==> src/rtl/fpimm_pkg.sv <==
`timescale 1ns/1ps
package fpimm_pkg;
  localparam int WORD_W = 64;
  localparam int CODE_W = 8;
  localparam int SP_W   = 32;

  typedef enum logic [1:0] {
    OP_EXPAND   = 2'd0,
    OP_COMPRESS = 2'd1,
    OP_CHECK    = 2'd2,
    OP_RSVD     = 2'd3
  } imm_op_e;
endpackage

==> src/rtl/fpimm_lane.sv <==
`timescale 1ns/1ps
// One precision lane: expansion, compression and fit test for width W.
module fpimm_lane #(
  parameter bit DOUBLE = 1'b0,
  parameter int CODE_W = 8,
  localparam int W     = DOUBLE ? 64 : 32,
  localparam int RUN   = DOUBLE ? 8 : 5,
  localparam int TAIL  = DOUBLE ? 48 : 19,
  localparam int SEED  = W - 3
) (
  input  logic [W-1:0]      word,
  output logic [W-1:0]      expanded,
  output logic [CODE_W-1:0] raw_code,
  output logic              fits
);
  // seed bit sits just below the inverted exponent top bit
  function automatic logic [W-1:0] grow(input logic [CODE_W-1:0] c);
    grow = {c[7], ~c[6], {RUN{c[6]}}, c[5:0], {TAIL{1'b0}}};
  endfunction

  function automatic logic [CODE_W-1:0] shrink(input logic [W-1:0] w);
    shrink = {w[W-1], w[SEED], w[TAIL+5:TAIL]};
  endfunction

  function automatic logic fit_test(input logic [W-1:0] w);
    logic tail_clear, run_even, seed_flip;
    tail_clear = (w[TAIL-1:0] == '0);
    run_even   = (&w[SEED -: RUN]) | ~(|w[SEED -: RUN]);
    seed_flip  = w[W-2] ^ w[SEED];
    fit_test   = tail_clear & run_even & seed_flip;
  endfunction

  assign expanded = grow(word[CODE_W-1:0]);
  assign raw_code = shrink(word);
  assign fits     = fit_test(word);
endmodule

==> src/rtl/fpimm_select.sv <==
`timescale 1ns/1ps
// Applies the operation select to the raw code and fit result.
module fpimm_select
  import fpimm_pkg::*;
(
  input  logic [1:0]        op,
  input  logic [CODE_W-1:0] raw_code,
  input  logic              fits,
  output logic [CODE_W-1:0] code,
  output logic              fits_out
);
  always_comb begin
    unique case (imm_op_e'(op))
      OP_EXPAND: begin
        code     = '0;
        fits_out = 1'b0;
      end
      OP_COMPRESS: begin
        code     = raw_code;
        fits_out = fits;
      end
      default: begin
        code     = fits ? raw_code : '0;
        fits_out = fits;
      end
    endcase
  end
endmodule

==> src/rtl/fpimm_outreg.sv <==
`timescale 1ns/1ps
// Result register with a one-cycle valid.
module fpimm_outreg #(
  parameter int WORD_W = 64,
  parameter int CODE_W = 8
) (
  input  logic              clk,
  input  logic              rst,
  input  logic              load,
  input  logic [WORD_W-1:0] nxt_expanded,
  input  logic [CODE_W-1:0] nxt_code,
  input  logic              nxt_fits,
  output logic              q_valid,
  output logic [WORD_W-1:0] q_expanded,
  output logic [CODE_W-1:0] q_code,
  output logic              q_fits
);
  always_ff @(posedge clk) begin
    if (rst) begin
      q_valid    <= 1'b0;
      q_expanded <= '0;
      q_code     <= '0;
      q_fits     <= 1'b0;
    end else begin
      q_valid <= load;
      if (load) begin
        q_expanded <= nxt_expanded;
        q_code     <= nxt_code;
        q_fits     <= nxt_fits;
      end
    end
  end
endmodule

==> src/rtl/fpimm_codec.sv <==
`timescale 1ns/1ps
module fpimm_codec
  import fpimm_pkg::*;
(
  input  logic              clk,
  input  logic              rst,
  input  logic              in_valid,
  input  logic              in_dbl,
  input  logic [1:0]        in_op,
  input  logic [WORD_W-1:0] in_operand,
  output logic              out_valid,
  output logic [WORD_W-1:0] out_expanded,
  output logic [CODE_W-1:0] out_code,
  output logic              out_fits
);
  localparam int NLANE = 2;

  logic [WORD_W-1:0] lane_exp  [NLANE];
  logic [CODE_W-1:0] lane_code [NLANE];
  logic              lane_fit  [NLANE];

  // lane 0 single, lane 1 double
  for (genvar p = 0; p < NLANE; p++) begin : g_lane
    localparam bit IS_DBL = (p == 1);
    localparam int LW     = IS_DBL ? WORD_W : SP_W;
    logic [LW-1:0] ex;
    fpimm_lane #(.DOUBLE(IS_DBL), .CODE_W(CODE_W)) u_lane (
      .word     (in_operand[LW-1:0]),
      .expanded (ex),
      .raw_code (lane_code[p]),
      .fits     (lane_fit[p])
    );
    assign lane_exp[p] = WORD_W'(ex);
  end

  // named internal events for the checker
  logic              cap_fire;
  logic              chk_pass;
  logic [CODE_W-1:0] raw_sel;
  logic [WORD_W-1:0] exp_sel;
  logic [CODE_W-1:0] code_sel;
  logic              fits_sel;

  assign cap_fire = in_valid;
  assign chk_pass = in_dbl ? lane_fit[1]  : lane_fit[0];
  assign raw_sel  = in_dbl ? lane_code[1] : lane_code[0];
  assign exp_sel  = in_dbl ? lane_exp[1]  : lane_exp[0];

  fpimm_select u_sel (
    .op       (in_op),
    .raw_code (raw_sel),
    .fits     (chk_pass),
    .code     (code_sel),
    .fits_out (fits_sel)
  );

  fpimm_outreg #(.WORD_W(WORD_W), .CODE_W(CODE_W)) u_reg (
    .clk          (clk),
    .rst          (rst),
    .load         (cap_fire),
    .nxt_expanded (exp_sel),
    .nxt_code     (code_sel),
    .nxt_fits     (fits_sel),
    .q_valid      (out_valid),
    .q_expanded   (out_expanded),
    .q_code       (out_code),
    .q_fits       (out_fits)
  );
endmodule

==> config.mk <==
export PLATFORM = sky130hd
export DESIGN_NAME = fpimm_codec
export DESIGN_NICKNAME = d
export VERILOG_FILES = /design/src/rtl/fpimm_pkg.sv /design/src/rtl/fpimm_lane.sv /design/src/rtl/fpimm_select.sv /design/src/rtl/fpimm_outreg.sv /design/src/rtl/fpimm_codec.sv
export SDC_FILE = /design/constraint.sdc
export NUM_CORES = 1
export LEC_CHECK = 0
export ABC_AREA = 1
export ABC_CLOCK_PERIOD_IN_PS = 2900
export BUFFER_PORTS_ARGS = -buffer_cell sky130_fd_sc_hd__buf_2
export CORE_MARGIN = 1.5
export CORE_UTILIZATION = 30
export DETAILED_ROUTE_END_ITERATION = 8
export GPL_ROUTABILITY_DRIVEN = 0
export PLACE_DENSITY = 0.63
export SYNTH_ARGS = -nofsm -noshare
export SYNTH_HDL_FRONTEND = slang
export SYNTH_SLANG_ARGS = --single-unit
==> constraint.sdc <==
create_clock -name clk -period 2.9 [get_ports clk]
set_input_delay 0.58 -clock clk [delete_from_list [all_inputs] [get_ports clk]]
set_output_delay 0.58 -clock clk [all_outputs]
set_load 0.03 [all_outputs]
== Word level (Yosys, flattened, before mapping) ==
Cells that the tools add are included.
Operators by class
  equality and inequality tests: 1
  mux-type cells: 6
  bitwise gates (word level): 11
  reductions and logical operators: 7
Operators with widths (count)
  two-way mux 64 bit: 1
  zero test 48 bit: 1
  zero test 19 bit: 1
  two-way mux 8 bit: 2
  one-hot mux 8 bit (2 select lines): 1
  AND reduction 8 bit: 1
  OR reduction 8 bit: 1
  AND reduction 5 bit: 1
  OR reduction 5 bit: 1
  bitwise AND 1 bit: 4
  NOT 1 bit: 3
  == test 2 x 1 -> 1 bit (second input constant): 1
  zero test 2 bit: 1
  two-way mux 1 bit: 2
  OR 1 bit: 2
  XOR 1 bit: 2
Storage, ports and cells
  register bits: 74
  input port bits: 70

== Logic depth before layout (Yosys ltp) ==
  depth in word-level cells: 8
  depth in mapped cells: 12

== Cells and area by module ==
Synthesis repeated with hierarchy kept, for this count alone.
Unflattened totals
  cell total of the unflattened synthesis: 916
  area, all modules: 5308.8 sq um
Modules (own cells, without submodules)
  fpimm_outreg: instances 1, cells an instance 465, area an instance 3052.9 sq um, seq. area each 1481.4 sq um
  fpimm_lane (g_lane[1].u_lane): instances 1, cells an instance 149, area an instance 860.8 sq um, seq. area each 0.0 sq um
  fpimm_codec: instances 1, cells an instance 200, area an instance 820.8 sq um, seq. area each 0.0 sq um
  fpimm_lane (g_lane[0].u_lane): instances 1, cells an instance 73, area an instance 429.2 sq um, seq. area each 0.0 sq um
  fpimm_select: instances 1, cells an instance 29, area an instance 145.1 sq um, seq. area each 0.0 sq um

== Least setup slack after synthesis ==
No wires, ideal clock.
  kind: input port to flip-flop
  start point: in in_operand[17]
  end point: reg u_reg.q_code[6]
  library setup time: 0.067 ns
  data arrival time: 1.383 ns
  required time: 2.833 ns
  setup slack: 1.450 ns
  stages: 8
  buffers on the path: 0
  path through: nor2_2 > nor3b_1 > nand2_1 > a21oi_4 > nand2_2 > nand2_4 > nand2_1 > a21oi_2
Between the ends
  cells in the longest elaborated chain, start to end: 6
  elaborated cells between the ends (all ways): 9
  classes of those cells: 3 x mux; 4 x bitwise; 2 x reduce/logical
RTL lines
  from (decl): line fpimm_codec.sv:10  | input logic [WORD_W-1:0] in_operand,
  zero test 48 bit or zero test 19 bit (tied branches): line fpimm_lane.sv:27  | tail_clear = (w[TAIL-1:0] == '0);
  bitwise AND 1 bit (2 in a row): line fpimm_lane.sv:30  | fit_test = tail_clear & run_even & seed_flip;
  two-way mux 1 bit *: line fpimm_codec.sv:45  | assign chk_pass = in_dbl ? lane_fit[1] : lane_fit[0];
  two-way mux 8 bit *: line fpimm_select.sv:23  | code = fits ? raw_code : '0;
  one-hot mux 8 bit (2 select lines) *: line fpimm_select.sv:13  | unique case (imm_op_e'(op))
  to (signal assigned): line fpimm_outreg.sv:28  | q_code <= nxt_code;
  to (decl): line fpimm_outreg.sv:15  | output logic [CODE_W-1:0] q_code,
Mark *: on every way between the ends. The rest lies on a longest branch, timed or not.
A chain may end at the register's enable or synchronous reset.

== Worst setup path in the final report ==
  start point: in in_dbl
  end point: reg u_reg.q_code[2]
Between the ends
  cells in the longest elaborated chain, start to end: 3
  elaborated cells between the ends (all ways): 4
  classes of those cells: 4 x mux
RTL lines
  from (decl): line fpimm_codec.sv:8  | input logic in_dbl,
  two-way mux 8 bit or two-way mux 1 bit (tied branches): line fpimm_codec.sv:46, fpimm_codec.sv:45
  two-way mux 8 bit: line fpimm_select.sv:23
  one-hot mux 8 bit (2 select lines) *: line fpimm_select.sv:13
Marks and branches as above.

==> impl_metrics.json <==
{
  "r2r_end": "u_reg.q_expanded[61]$_SDFFE_PP0P_",
  "skew_ns": 0,
  "worst-setup-path-type": "in -> reg",
  "synth.area.top_cells": "dfxtp_1 (30%), nand2_1 (19%), buf_4 (19%)",
  "n_antenna_cell": 0,
  "hold_end": "u_reg.q_expanded[52]$_SDFFE_PP0P_",
  "ff2ff_setup_slack_ns": 2.19,
  "core-area_sq_um": 5956,
  "synth_most_common_cell": "nand2_1",
  "nets": 459,
  "drt_wl_total_microns": 4643,
  "period_share": 0.6741,
  "initial_utilization": 0.3139,
  "synth_top_cell_by_area": "dfxtp_1",
  "hold_path.class": "reg -> reg",
  "reg2reg_depth": 2,
  "power_uw": 900.2,
  "cts.repair.resized": 0,
  "root_buffer": "clkbuf_8",
  "path_max_fanout": 20,
  "crit_path_end_kind": "flip-flop",
  "min-delay-start": "u_reg.q_expanded[52]$_SDFFE_PP0P_",
  "report.final.setup_viol": 0,
  "timing.hold.ws_ns": 0.4650,
  "maxCapViolations": 0,
  "fp.dieW_microns": 81.94,
  "drive_above_1_share": 0.3119,
  "cts_htree_levels": 1,
  "cts_num_sinks": 28,
  "max_freq_mhz": 511.5,
  "grt_pass1_vias": 1614,
  "nFillCells": 709,
  "avgViaCountPerCell": 4.203,
  "whs_path_depth": 2,
  "ys_types": 23,
  "cts_buffer_depth": 2,
  "die_area_sq_um": 6713,
  "drtIter0Drc": 67,
  "yosysTopAreaCellShare": 0.2999,
  "p_per_area_nw_per_um2": 392.5,
  "async_flop_share": 0,
  "tightest_slew_ns": 0.5407,
  "drv_slew": 0,
  "period_needed_ns": 1.955,
  "ys_ff_latch": 28,
  "dr.pass1.iters": 4,
  "port_buffers": 108,
  "hpwl_microns": 3687,
  "synth.avg_cell_area_sq_um": 6.273,
  "grt_max_degree": 29,
  "worstSkewPairLatency_ns": 0.27,
  "synthFlopType": "dfxtp_1",
  "cts_tree": "yes",
  "fin_tns_setup_ns": 0,
  "ir_worst_vdd_mv": 0.2206,
  "finalHoldViolCount": 0,
  "ctsHoldBuffers": 0,
  "setup_ws_ns": 0.9450,
  "area_growth_pct": 22.69,
  "cp.required_ns": 3.11,
  "relSlewSlack": 0.6373,
  "cts_made_buffers": 3,
  "ys_warn_count": 0,
  "r2r-start": "u_reg.q_expanded[61]$_SDFFE_PP0P_",
  "io_pins": 144,
  "yosysSeqAreaShare": 0.2999,
  "startpoint_type": "input port",
  "rsz0062_at_grt": "no",
  "grt_pass1_wl_microns": 6858,
  "power_leakage_nw": 1.273,
  "cts_setup_buffers": 0,
  "run_status": "completed",
  "mappedNetlistArea_sq_um": 1869,
  "wl_per_cell_microns": 10.03,
  "chipHeight_microns": 81.94,
  "clk_pin_slew_ns": 0.10,
  "grtUsageTotal": 0.1292,
  "cp_data_arrival_time_ns": 2.16,
  "grt_overflow_total": 0,
  "ys_top_cells_by_count": "nand2_1 (95), buf_4 (47), nor2_1 (36)",
  "row_count": 28,
  "synth-edff-count": 0,
  "vias": 1946,
  "drc": 0,
  "ant_nets": 0,
  "antenna_found_initial": 0,
  "netlist_instances": 298,
  "pre_cts_slack_ns": 0.6245
}
-- worst max-delay path: stages --
cell      delay, ns
buf_2          0.32
clkinv_1       0.55
a21oi_4        0.32
nand2_2        0.09
nand2_4        0.10
nand2_1        0.06
a21oi_1        0.12
-- logic make-up (layout without fill, tap and decap cells) --
family                 after synthesis  in the layout  synth area share
buffers and inverters               79            135            0.2564
other                                1             35          0.002006
AND/OR/NAND/NOR                    159            159            0.3487
flip-flops                          28             28            0.2999
AO/OA/AOI/OAI                       31             31           0.09304
-- power by group --
group	switching, mW	internal (mW)
registers	0.00742	0.398
clock network	0.117	0.121
logic	0.184	0.0729
total	0.308	0.592
-- per-layer routing --
metal,track usage,up-vias,part of all wire
li1,-,1019,-
met5,0,-,0
met2,0.2295,71,0.49
met1,0.1557,852,0.44
met4,0.02712,0,0.0084
met3,0.03333,4,0.067
-- stage by stage --
| step | util | std cells | area (sq um) |
|---|---|---|---|
| CTS | 0.3851 | 463 | 2293 |
| detailed placement | 0.3758 | 459 | 2238 |
| global placement | 0.3758 | 459 | 2238 |
| finish | 0.3851 | 463 | 2293 |
| floorplan | - | 332 | 1997 |
| global route | 0.3851 | 463 | 2293 |
-- cells in the final DEF, fill, tap and decap left out, drive strengths merged, types with 2 or more instances in the layout --
cell	instances
nand2	98
clkbuf	4
nor2	37
clkinv	2
nand3b	2
o21ai	2
conb	35
nand3	19
dfxtp	28
buf	108
inv	21
a21oi	29
-- worst max-delay path by stage --
stage / startpoint / slack, ns / end / cells after the start
2_1_floorplan: in_operand[17] / 1.45 / u_reg.q_code[6]$_SDFFE_PP0P_ / 8
3_3_place_gp: in_dbl / 0.72 / u_reg.q_code[6]$_SDFFE_PP0P_ / 7
3_5_place_dp: in_dbl / 0.62 / u_reg.q_code[3]$_SDFFE_PP0P_ / 7
4_1_cts: in_dbl / 0.91 / u_reg.q_code[2]$_SDFFE_PP0P_ / 7
5_1_grt: in_dbl / 0.77 / u_reg.q_code[4]$_SDFFE_PP0P_ / 7
6_report: in_dbl / 0.94 / u_reg.q_code[2]$_SDFFE_PP0P_ / 7
-- final cells by class --
cell class              instances  area (sq um)  area share
multi-input cells             225         957.2      0.4173
flip-flops and latches         28         560.5      0.2444
repair buffers                108         540.5      0.2357
well taps                      75         93.84     0.04092
inverters                      23         86.33     0.03764
clock buffers                   4         55.05     0.02400
-- state kept, by name, summed over array words and instances, names as in the netlist --
register          cells
u_reg.q_fits          1
u_reg.q_expanded     18
u_reg.q_code          8
u_reg.q_valid         1
No activity file was read; power rests on OpenSTA's default activity.
